### config.mk
export PLATFORM = sky130hd
export DESIGN_NAME = spi_tgt_dualbuf
export DESIGN_NICKNAME = d
export VERILOG_FILES = /design/src/rtl/spi_tgt_pkg.sv /design/src/rtl/spi_tgt_sync.sv /design/src/rtl/spi_tgt_shifter.sv /design/src/rtl/spi_tgt_regs.sv /design/src/rtl/spi_tgt_dualbuf.sv
export SDC_FILE = /design/constraint.sdc
export NUM_CORES = 1
export LEC_CHECK = 0
export BUFFER_PORTS_ARGS = -buffer_cell sky130_fd_sc_hd__buf_4
export CORE_UTILIZATION = 54
export DETAILED_ROUTE_END_ITERATION = 12
export PLACE_DENSITY = 0.74
export RECOVER_POWER = 50
export SETUP_SLACK_MARGIN = 0.2
export SLEW_MARGIN = 10
export SYNTH_ARGS = -nofsm -noshare
export SYNTH_HDL_FRONTEND = slang
export SYNTH_HIERARCHICAL = 1
export SYNTH_SLANG_ARGS = --single-unit
### constraint.sdc
create_clock -name clk_i -period 2.4 [get_ports clk_i]
set_input_delay 0.48 -clock clk_i [delete_from_list [all_inputs] [get_ports clk_i]]
set_output_delay 0.48 -clock clk_i [all_outputs]
set_load 0.02 [all_outputs]
### src/rtl/spi_tgt_pkg.sv
package spi_tgt_pkg;

   localparam int ADDR_W = 2;

   typedef enum logic [ADDR_W-1:0] {
      REG_DATA = 2'd0,
      REG_STAT = 2'd1,
      REG_CTRL = 2'd2,
      REG_NONE = 2'd3
   } reg_sel_e;

   // bit positions inside status and control words
   localparam int ST_TXRDY  = 0;
   localparam int ST_RXFULL = 1;
   localparam int CT_TXIE   = 0;
   localparam int CT_RXIE   = 1;

   typedef struct packed {
      logic rx_ie;
      logic tx_ie;
   } ctrl_t;

endpackage

### src/rtl/spi_tgt_sync.sv
module spi_tgt_sync #(
   parameter int              WIDTH   = 3,
   parameter int              STAGES  = 2,
   parameter logic [WIDTH-1:0] RST_VAL = '0
) (
   input  logic             clk_i,
   input  logic             rst_ni,
   input  logic [WIDTH-1:0] d_i,
   output logic [WIDTH-1:0] q_o
);

   if (STAGES < 2) begin : g_bad_stages
      $error("spi_tgt_sync: STAGES must be at least 2");
   end

   logic [STAGES-1:0][WIDTH-1:0] chain;

   always_ff @(posedge clk_i or negedge rst_ni) begin
      if (!rst_ni) chain <= {STAGES{RST_VAL}};
      else         chain <= {chain[STAGES-2:0], d_i};
   end

   assign q_o = chain[STAGES-1];

endmodule

### src/rtl/spi_tgt_shifter.sv
module spi_tgt_shifter #(
   parameter int               DATA_W    = 8,
   parameter bit               MSB_FIRST = 1'b1,
   parameter logic [DATA_W-1:0] FILL     = '1
) (
   input  logic              clk_i,
   input  logic              rst_ni,
   input  logic              sck_s_i,
   input  logic              csn_s_i,
   input  logic              mosi_s_i,
   input  logic              hold_full_i,
   input  logic [DATA_W-1:0] hold_data_i,
   output logic              move_o,
   output logic              mid_o,
   output logic              rx_done_o,
   output logic [DATA_W-1:0] rx_byte_o,
   output logic              miso_o
);

   localparam int               CNT_W = $clog2(DATA_W);
   localparam logic [CNT_W-1:0] LAST  = CNT_W'(DATA_W-1);

   logic              sck_q, csn_q;
   logic              sel, rise, fall, cs_end, mid;
   logic [CNT_W-1:0]  cnt;
   logic              sh_full;
   logic [DATA_W-1:0] tx_sh, rx_sh;
   logic [DATA_W-1:0] tx_next, rx_next;
   logic              out_bit;

   assign sel    = ~csn_s_i;
   assign rise   = sel & sck_s_i & ~sck_q;
   assign fall   = sel & ~sck_s_i & sck_q;
   assign cs_end = csn_s_i & ~csn_q;
   assign mid    = (cnt != '0);

   // a byte may enter the shift register only between frames
   assign move_o = hold_full_i & ~sh_full & ~mid & ~rise;
   assign mid_o  = mid;

   if (MSB_FIRST) begin : g_msb
      assign tx_next = {tx_sh[DATA_W-2:0], 1'b1};
      assign rx_next = {rx_sh[DATA_W-2:0], mosi_s_i};
      assign out_bit = tx_sh[DATA_W-1];
   end else begin : g_lsb
      assign tx_next = {1'b1, tx_sh[DATA_W-1:1]};
      assign rx_next = {mosi_s_i, rx_sh[DATA_W-1:1]};
      assign out_bit = tx_sh[0];
   end

   always_ff @(posedge clk_i or negedge rst_ni) begin
      if (!rst_ni) begin
         sck_q     <= 1'b0;
         csn_q     <= 1'b1;
         cnt       <= '0;
         sh_full   <= 1'b0;
         tx_sh     <= FILL;
         rx_sh     <= '0;
         rx_done_o <= 1'b0;
         rx_byte_o <= '0;
      end else begin
         sck_q     <= sck_s_i;
         csn_q     <= csn_s_i;
         rx_done_o <= 1'b0;
         if (cs_end) begin
            cnt <= '0;
            if (mid) begin
               sh_full <= 1'b0;
               tx_sh   <= FILL;
            end
         end else if (rise) begin
            rx_sh <= rx_next;
            if (cnt == LAST) begin
               cnt       <= '0;
               sh_full   <= 1'b0;
               tx_sh     <= FILL;
               rx_done_o <= 1'b1;
               rx_byte_o <= rx_next;
            end else begin
               cnt <= cnt + 1'b1;
            end
         end else if (fall && mid) begin
            tx_sh <= tx_next;
         end
         if (move_o) begin
            tx_sh   <= hold_data_i;
            sh_full <= 1'b1;
         end
      end
   end

   assign miso_o = out_bit;

endmodule

### src/rtl/spi_tgt_regs.sv
module spi_tgt_regs
   import spi_tgt_pkg::*;
#(
   parameter int DATA_W = 8
) (
   input  logic              clk_i,
   input  logic              rst_ni,
   input  logic              wr_i,
   input  logic              rd_i,
   input  logic [ADDR_W-1:0] addr_i,
   input  logic [DATA_W-1:0] wdata_i,
   input  logic              move_i,
   input  logic              rx_done_i,
   input  logic [DATA_W-1:0] rx_byte_i,
   output logic [DATA_W-1:0] rdata_o,
   output logic              hold_full_o,
   output logic [DATA_W-1:0] hold_data_o,
   output logic              tx_rdy_o,
   output logic              rx_full_o,
   output logic              irq_tx_o,
   output logic              irq_rx_o
);

   reg_sel_e          sel;
   logic              wr_data, wr_stat, wr_ctrl, rd_data;
   logic [DATA_W-1:0] rx_data;
   ctrl_t             ctrl;

   assign sel     = reg_sel_e'(addr_i);
   assign wr_data = wr_i & (sel == REG_DATA);
   assign wr_stat = wr_i & (sel == REG_STAT);
   assign wr_ctrl = wr_i & (sel == REG_CTRL);
   assign rd_data = rd_i & (sel == REG_DATA);

   always_ff @(posedge clk_i or negedge rst_ni) begin
      if (!rst_ni) begin
         tx_rdy_o    <= 1'b1;
         hold_full_o <= 1'b0;
         hold_data_o <= '0;
         rx_full_o   <= 1'b0;
         rx_data     <= '0;
         ctrl        <= '0;
      end else begin
         // a fresh holding write outranks the set from a move
         if (wr_data)                        tx_rdy_o <= 1'b0;
         else if (move_i)                    tx_rdy_o <= 1'b1;
         else if (wr_stat && wdata_i[ST_TXRDY]) tx_rdy_o <= 1'b0;

         if (wr_data)     hold_full_o <= 1'b1;
         else if (move_i) hold_full_o <= 1'b0;
         if (wr_data)     hold_data_o <= wdata_i;

         if (rx_done_i)    rx_full_o <= 1'b1;
         else if (rd_data) rx_full_o <= 1'b0;
         if (rx_done_i)    rx_data   <= rx_byte_i;

         if (wr_ctrl) begin
            ctrl.tx_ie <= wdata_i[CT_TXIE];
            ctrl.rx_ie <= wdata_i[CT_RXIE];
         end
      end
   end

   always_comb begin
      rdata_o = '0;
      unique case (sel)
         REG_DATA: rdata_o = rx_data;
         REG_STAT: begin
            rdata_o[ST_TXRDY]  = tx_rdy_o;
            rdata_o[ST_RXFULL] = rx_full_o;
         end
         REG_CTRL: begin
            rdata_o[CT_TXIE] = ctrl.tx_ie;
            rdata_o[CT_RXIE] = ctrl.rx_ie;
         end
         default: rdata_o = '0;
      endcase
   end

   assign irq_tx_o = tx_rdy_o & ctrl.tx_ie;
   assign irq_rx_o = rx_full_o & ctrl.rx_ie;

endmodule

### src/rtl/spi_tgt_dualbuf.sv
module spi_tgt_dualbuf
   import spi_tgt_pkg::*;
#(
   parameter int               DATA_W      = 8,
   parameter int               SYNC_STAGES = 2,
   parameter bit               MSB_FIRST   = 1'b1,
   parameter logic [DATA_W-1:0] FILL       = '1
) (
   input  logic              clk_i,
   input  logic              rst_ni,
   input  logic              sck_i,
   input  logic              cs_ni,
   input  logic              mosi_i,
   output logic              miso_o,
   input  logic              bus_wr_i,
   input  logic              bus_rd_i,
   input  logic [1:0]        bus_addr_i,
   input  logic [DATA_W-1:0] bus_wdata_i,
   output logic [DATA_W-1:0] bus_rdata_o,
   output logic              irq_tx_o,
   output logic              irq_rx_o
);

   localparam int               PIN_W   = 3;
   localparam logic [PIN_W-1:0] PIN_RST = 3'b100;

   if (DATA_W < 4) begin : g_bad_width
      $error("spi_tgt_dualbuf: DATA_W must be at least 4");
   end

   logic [PIN_W-1:0]  pins_s;
   logic              move_w, mid_w, rx_done_w;
   logic [DATA_W-1:0] rx_byte_w, hold_data_w;
   logic              hold_full_w, tx_rdy_w, rx_full_w;

   spi_tgt_sync #(
      .WIDTH  (PIN_W),
      .STAGES (SYNC_STAGES),
      .RST_VAL(PIN_RST)
   ) u_sync (
      .clk_i (clk_i),
      .rst_ni(rst_ni),
      .d_i   ({cs_ni, sck_i, mosi_i}),
      .q_o   (pins_s)
   );

   spi_tgt_shifter #(
      .DATA_W   (DATA_W),
      .MSB_FIRST(MSB_FIRST),
      .FILL     (FILL)
   ) u_shift (
      .clk_i      (clk_i),
      .rst_ni     (rst_ni),
      .sck_s_i    (pins_s[1]),
      .csn_s_i    (pins_s[2]),
      .mosi_s_i   (pins_s[0]),
      .hold_full_i(hold_full_w),
      .hold_data_i(hold_data_w),
      .move_o     (move_w),
      .mid_o      (mid_w),
      .rx_done_o  (rx_done_w),
      .rx_byte_o  (rx_byte_w),
      .miso_o     (miso_o)
   );

   spi_tgt_regs #(
      .DATA_W(DATA_W)
   ) u_regs (
      .clk_i      (clk_i),
      .rst_ni     (rst_ni),
      .wr_i       (bus_wr_i),
      .rd_i       (bus_rd_i),
      .addr_i     (bus_addr_i),
      .wdata_i    (bus_wdata_i),
      .move_i     (move_w),
      .rx_done_i  (rx_done_w),
      .rx_byte_i  (rx_byte_w),
      .rdata_o    (bus_rdata_o),
      .hold_full_o(hold_full_w),
      .hold_data_o(hold_data_w),
      .tx_rdy_o   (tx_rdy_w),
      .rx_full_o  (rx_full_w),
      .irq_tx_o   (irq_tx_o),
      .irq_rx_o   (irq_rx_o)
   );

endmodule

* Word-level counts from Yosys, hierarchy flattened
Cells that the tools add are included.
** Operators by class
- Add/subtract/negate cells :: 1
- Eq/ne operators :: 5
- Multiplexer cells :: 26
- Bitwise operators :: 22
- Reduce and logical (&&, ||, !) cells :: 15
** Operators with widths (count)
- two-way mux 8 bit :: 6
- two-way mux 1 bit :: 15
- bitwise AND 1 bit :: 14
- nonzero test 3 bit :: 4
- two-way mux 3 bit :: 3
- AND reduction 3 bit :: 3
- inverter 1 bit :: 8
- two-way mux 6 bit :: 1
- one-hot mux 2 bit (3 select lines) :: 1
- nonzero test 2 bit :: 3
- != test 4 bit, second input constant :: 1
- nonzero test 4 bit :: 1
- adder 3 x 1 -> 3 bit, second input constant :: 1
- == test 3 bit, second input constant :: 1
- != test 3 bit, second input constant :: 1
- == test 2 x 1 -> 1 bit, second input constant :: 1
- == test 2 bit, second input constant :: 1
- logical AND 1 bit :: 2
- zero test 2 bit :: 1
- AND reduction 2 bit :: 1
** Storage, ports and cells
- Register bits :: 57
- Input port bits :: 17
- Output and inout port bits :: 11
- Logic and storage cells :: 86

* Logic depth before layout (Yosys ltp)
- Depth in word-level cells :: 8
- Depth in mapped cells :: 8
- Gate-level depth less buffers :: 6

* Cells and area by module
Netlist, hierarchy kept.
** By module, submodules not included
- spi_tgt_shifter :: instances 1, cells an instance 124, area each 1388.8 sq um, sequential area each 762.0 sq um
- spi_tgt_regs :: instances 1, cells an instance 70, area each 947.2 sq um, sequential area each 526.8 sq um
- spi_tgt_sync :: instances 1, cells an instance 9, area each 175.2 sq um, sequential area each 152.6 sq um

* Least setup slack after synthesis
OpenSTA, ideal clock, no wires.
- Kind :: input-to-output
- Start :: input port bus_addr_i[1]
- End :: output port bus_rdata_o[0]
- Arrival :: 1.215 ns
- Data required time :: 1.920 ns
- Slack :: 0.705 ns
- Cell stages on the path :: 3
- Path buffers :: 1
- Path through :: buf_4 > mux2i_1 > o21ai_0
** On the way
- Cells in the longest elaborated chain, start to end :: 2
- Elaborated cells between the ends (all ways) :: 4
- Classes of those cells :: 2 x eq/ne; 1 x mux; 1 x reduce/logical
** RTL lines
- start: declaration :: line spi_tgt_dualbuf.sv:17 : input logic [1:0] bus_addr_i,
- == test 2 bit, or another cell as far along :: line spi_tgt_regs.sv:66 : unique case (sel)
- one-hot mux 2 bit (3 select lines) (*) :: line spi_tgt_regs.sv:66
- end: declaration :: line spi_tgt_dualbuf.sv:19 : output logic [DATA_W-1:0] bus_rdata_o,
Mark *: on every way between the ends. The rest lies on a longest branch, timed or not.

* Final worst setup path
- Start :: register u_sync.chain (netlist bit u_sync/q_o[2])
- End :: register u_shift.tx_sh[4]
** On the way
- Cells in the longest elaborated chain, start to end :: 7
- Elaborated cells between the ends (all ways) :: 16
- Classes of those cells :: 2 x eq/ne; 3 x mux; 8 x bitwise; 3 x reduce/logical
** RTL lines
- start: declaration :: line spi_tgt_sync.sv:16 : logic [STAGES-1:0][WIDTH-1:0] chain;
- start signal: assignment :: line spi_tgt_sync.sv:19 : if (!rst_ni) chain <= {STAGES{RST_VAL}};
- start signal: assignment :: line spi_tgt_sync.sv:20 : else chain <= {chain[STAGES-2:0], d_i};
- inverter 1 bit :: line spi_tgt_shifter.sv:31 : assign sel = ~csn_s_i;
- bitwise AND 1 bit (2 in a row) :: line spi_tgt_shifter.sv:32 : assign rise = sel & sck_s_i & ~sck_q;
- inverter 1 bit :: line spi_tgt_shifter.sv:38 : assign move_o = hold_full_i & ~sh_full & ~mid & ~rise;
- bitwise AND 1 bit :: line spi_tgt_shifter.sv:38
- != test 4 bit (no line), or another cell as far along
- AND reduction 3 bit (no line)
- end signal: assignment :: line spi_tgt_shifter.sv:83 : tx_sh <= tx_next;
- end signal: assignment :: line spi_tgt_shifter.sv:86 : tx_sh <= hold_data_i;
- end: declaration :: line spi_tgt_shifter.sv:27 : logic [DATA_W-1:0] tx_sh, rx_sh;
Several ways; a longest one is shown, not always the timed one.
A chain may end at the register's enable or synchronous reset.

==> impl_metrics.tcl <==
set metrics [dict create \
    status "completed" \
    ys_seq_area_share_pct 57.4 \
    hold_buffers 0 \
    synth.most_common_cell "dfrtp_1" \
    grt_max_degree 58 \
    path_delay_family "flip-flops" \
    setup_viol 0 \
    nFillCells 355 \
    wire_per_inst_um 14.6 \
    grtUsageMet3_pct 8.51 \
    dr.pass1.iters 4 \
    power.density_nw_per_um2 884 \
    async_reset_ff_share_pct 100 \
    tightest_slew_ns 1.34 \
    die_y_um 70.2 \
    cts_root_buf "clkbuf_8" \
    cp_max_fo 13 \
    drv_slew 0 \
    cp_data_required_time_ns 2.66 \
    netlist_area_um2 2510 \
    clock_sinks 57 \
    max_cap_violations 0 \
    period_minus_slack_ns 1.93 \
    crit_type "reg2reg" \
    path_cells "nor2b_4, a21o_1, a211o_1, mux2_4" \
    dpl_worst_slack_ns 0.342 \
    grt.overflow.total 0 \
    netlist_top_cells_area "dfrtp_1 (45%), dfstp_2 (13%), mux2_4 (9.0%), nand2_1 (4.3%), mux2_2 (4.0%)" \
    max_stage_delay_ns 0.59 \
    cp-end-kind "flip-flop" \
    core-area_um2 4410 \
    r2r_start "u_sync/q_o[2]" \
    fin_skew_ns 0.00595 \
    cts_buffers 9 \
    grt_pass1_vias 1553 \
    clk_transition_reported_paths_ns 0.06 \
    power_leakage_nw 1.45 \
    critPathBufInv 0 \
    synth_edf_count 0 \
    yosys_warnings 6 \
    syn-instance-count 203 \
    ys_seq_elements 57 \
    fmax_mhz 519 \
    setup_ws_ns 0.473 \
    routed_wl_um 4190 \
    yosysTopAreaCell "dfrtp_1" \
    rows 24 \
    grt_pass1_wl_um 7320 \
    finalCritPeriodShare_pct 80.3 \
    start_util_pct 56.9 \
    die_width_um 70.2 \
    yosysTopAreaCellShare_pct 44.8 \
    drive_gt1_share_pct 36.3 \
    drc 0 \
    cts_resized 0 \
    ys.flop_type "dfrtp_1" \
    use_met2_pct 29.9 \
    tns_ns 0 \
    die-area_um2 4930 \
    rsz0062_at_grt "false" \
    routabilityCongestion 0.780 \
    cts_tree "yes" \
    cts_setup_buffers 0 \
    finalHoldViolations 0 \
    use_met1_pct 26.2 \
    antenna_cells 0 \
    syn_area_per_cell_um2 12.4 \
    synthTopCellsByCount "dfrtp_1 (45), nand2_1 (29), mux2_4 (15), dfstp_2 (12), o21ai_0 (11)" \
    vias 1537 \
    grt_use_total_pct 20.0 \
    crit_start "u_sync/q_o[2]" \
    grt-busiest-layer "met2" \
    portBuffers 27 \
    hold_path_class "in2reg" \
    ant_nets 0 \
    cp.arrival_ns 2.19 \
    area_growth_pct 15.7 \
    htreeDepth 3 \
    cp-start-kind "flip-flop" \
    clock_path_buffers 2 \
    clk_latency_ns 0.33 \
    hp-start "cs_ni" \
    synth_cell_type_count 35 \
    viasPerCell 5.37 \
    dp_hpwl_um 2720 \
    relSlewSlack_pct 10.5 \
    postSynthNetCount 223 \
    fin_nets 250 \
    crit_slowest_cell "dfstp_1" \
    ios 28 \
    drt-initial-drc-count 103 \
    worst_ir_drop_vdd_mv 0.599 \
    antenna_found_initial 0 \
]
## flip-flops by register name (all words and copies together) (netlist names), 2 cells and up
name                count
u_regs/ctrl             2
u_shift/rx_byte_o       8
u_sync/chain            3
u_regs/hold_data_o      8
u_sync/q_o              3
u_shift/rx_sh           7
u_regs/rx_data          8
u_shift/cnt             3
u_shift/tx_sh           8
## per-stage QoR
| step | cells | util, % | instance area (um^2) | total power [mW] | hold WS (ns) |
|---|---|---|---|---|---|
| 2_1_floorplan | 203 | - | 2510 | 1.59 | 0.184 |
| 3_3_place_gp | 271 | 61.3 | 2710 | 1.68 | 0.334 |
| 3_5_place_dp | 271 | 61.3 | 2710 | 1.70 | 0.337 |
| 4_1_cts | 286 | 65.8 | 2900 | 2.61 | 0.202 |
| 5_1_grt | 286 | 65.8 | 2910 | 2.71 | 0.239 |
| 6_report | 286 | 65.8 | 2910 | 2.57 | 0.258 |
## area by class of cell
cell class / instances / area, um^2 / area share, %
clock buffer: 12 / 155 / 5.34
timing repair buffer: 30 / 223 / 7.66
inverter: 6 / 22.5 / 0.775
sequential: 57 / 1440 / 49.6
clock inverter: 3 / 40.0 / 1.38
tap: 52 / 65.1 / 2.24
multi-input combinational: 126 / 960 / 33.0
## worst paths after layout
path | endpoint | slack [ns] | depth (start not counted)
setup / recovery | u_shift/tx_sh[4] | 0.47 | 4
hold reg to reg | u_sync/q_o[0] | 0.35 | 0
min in group asynchronous | u_regs/hold_data_o[2] | 0.45 | 1
max in group asynchronous | u_regs/hold_data_o[3] | 1.14 | 1
hold / removal | u_sync/chain[2] | 0.26 | 1
setup reg to reg | u_shift/tx_sh[4] | 0.47 | 4
## routing by layer
| layer | share of wire (%) | wire [um] |
|---|---|---|
| met5 | 0 | 0 |
| met4 | 1.2 | 50 |
| met3 | 4.8 | 203 |
| met2 | 47 | 1950 |
| met1 | 47 | 1980 |
## cell usage in the layout (no fill, tap or decap), types with 2 or more instances in the layout
cell	n
buf_4	26
mux2_4	15
mux2i_1	2
a21o_1	3
and2_1	9
o21ai_0	11
a21oi_1	3
inv_1	6
nor3_1	8
dfrtp_1	45
clkinv_2	2
nor2_1	10
clkbuf_4	3
nand2_1	29
ha_1	3
clkbuf_8	11
mux2_2	9
mux2_1	8
dfstp_2	11
## power breakdown
part,internal [mW],switching (mW)
combinational,0.249,0.191
clock,0.527,0.355
sequential,1.15,0.0986
## logic make-up after synthesis
| kind of cell | share of synthesized area (%) |
|---|---|
| AND/OR/NAND/NOR | 13.8 |
| flip-flops | 57.4 |
| multiplexers | 17.4 |
| AO/OA/AOI/OAI | 5.33 |
| buffers and inverters | 4.63 |
| adder cells (fa/ha/maj) | 1.49 |
(Power assumes the default switching activity.)
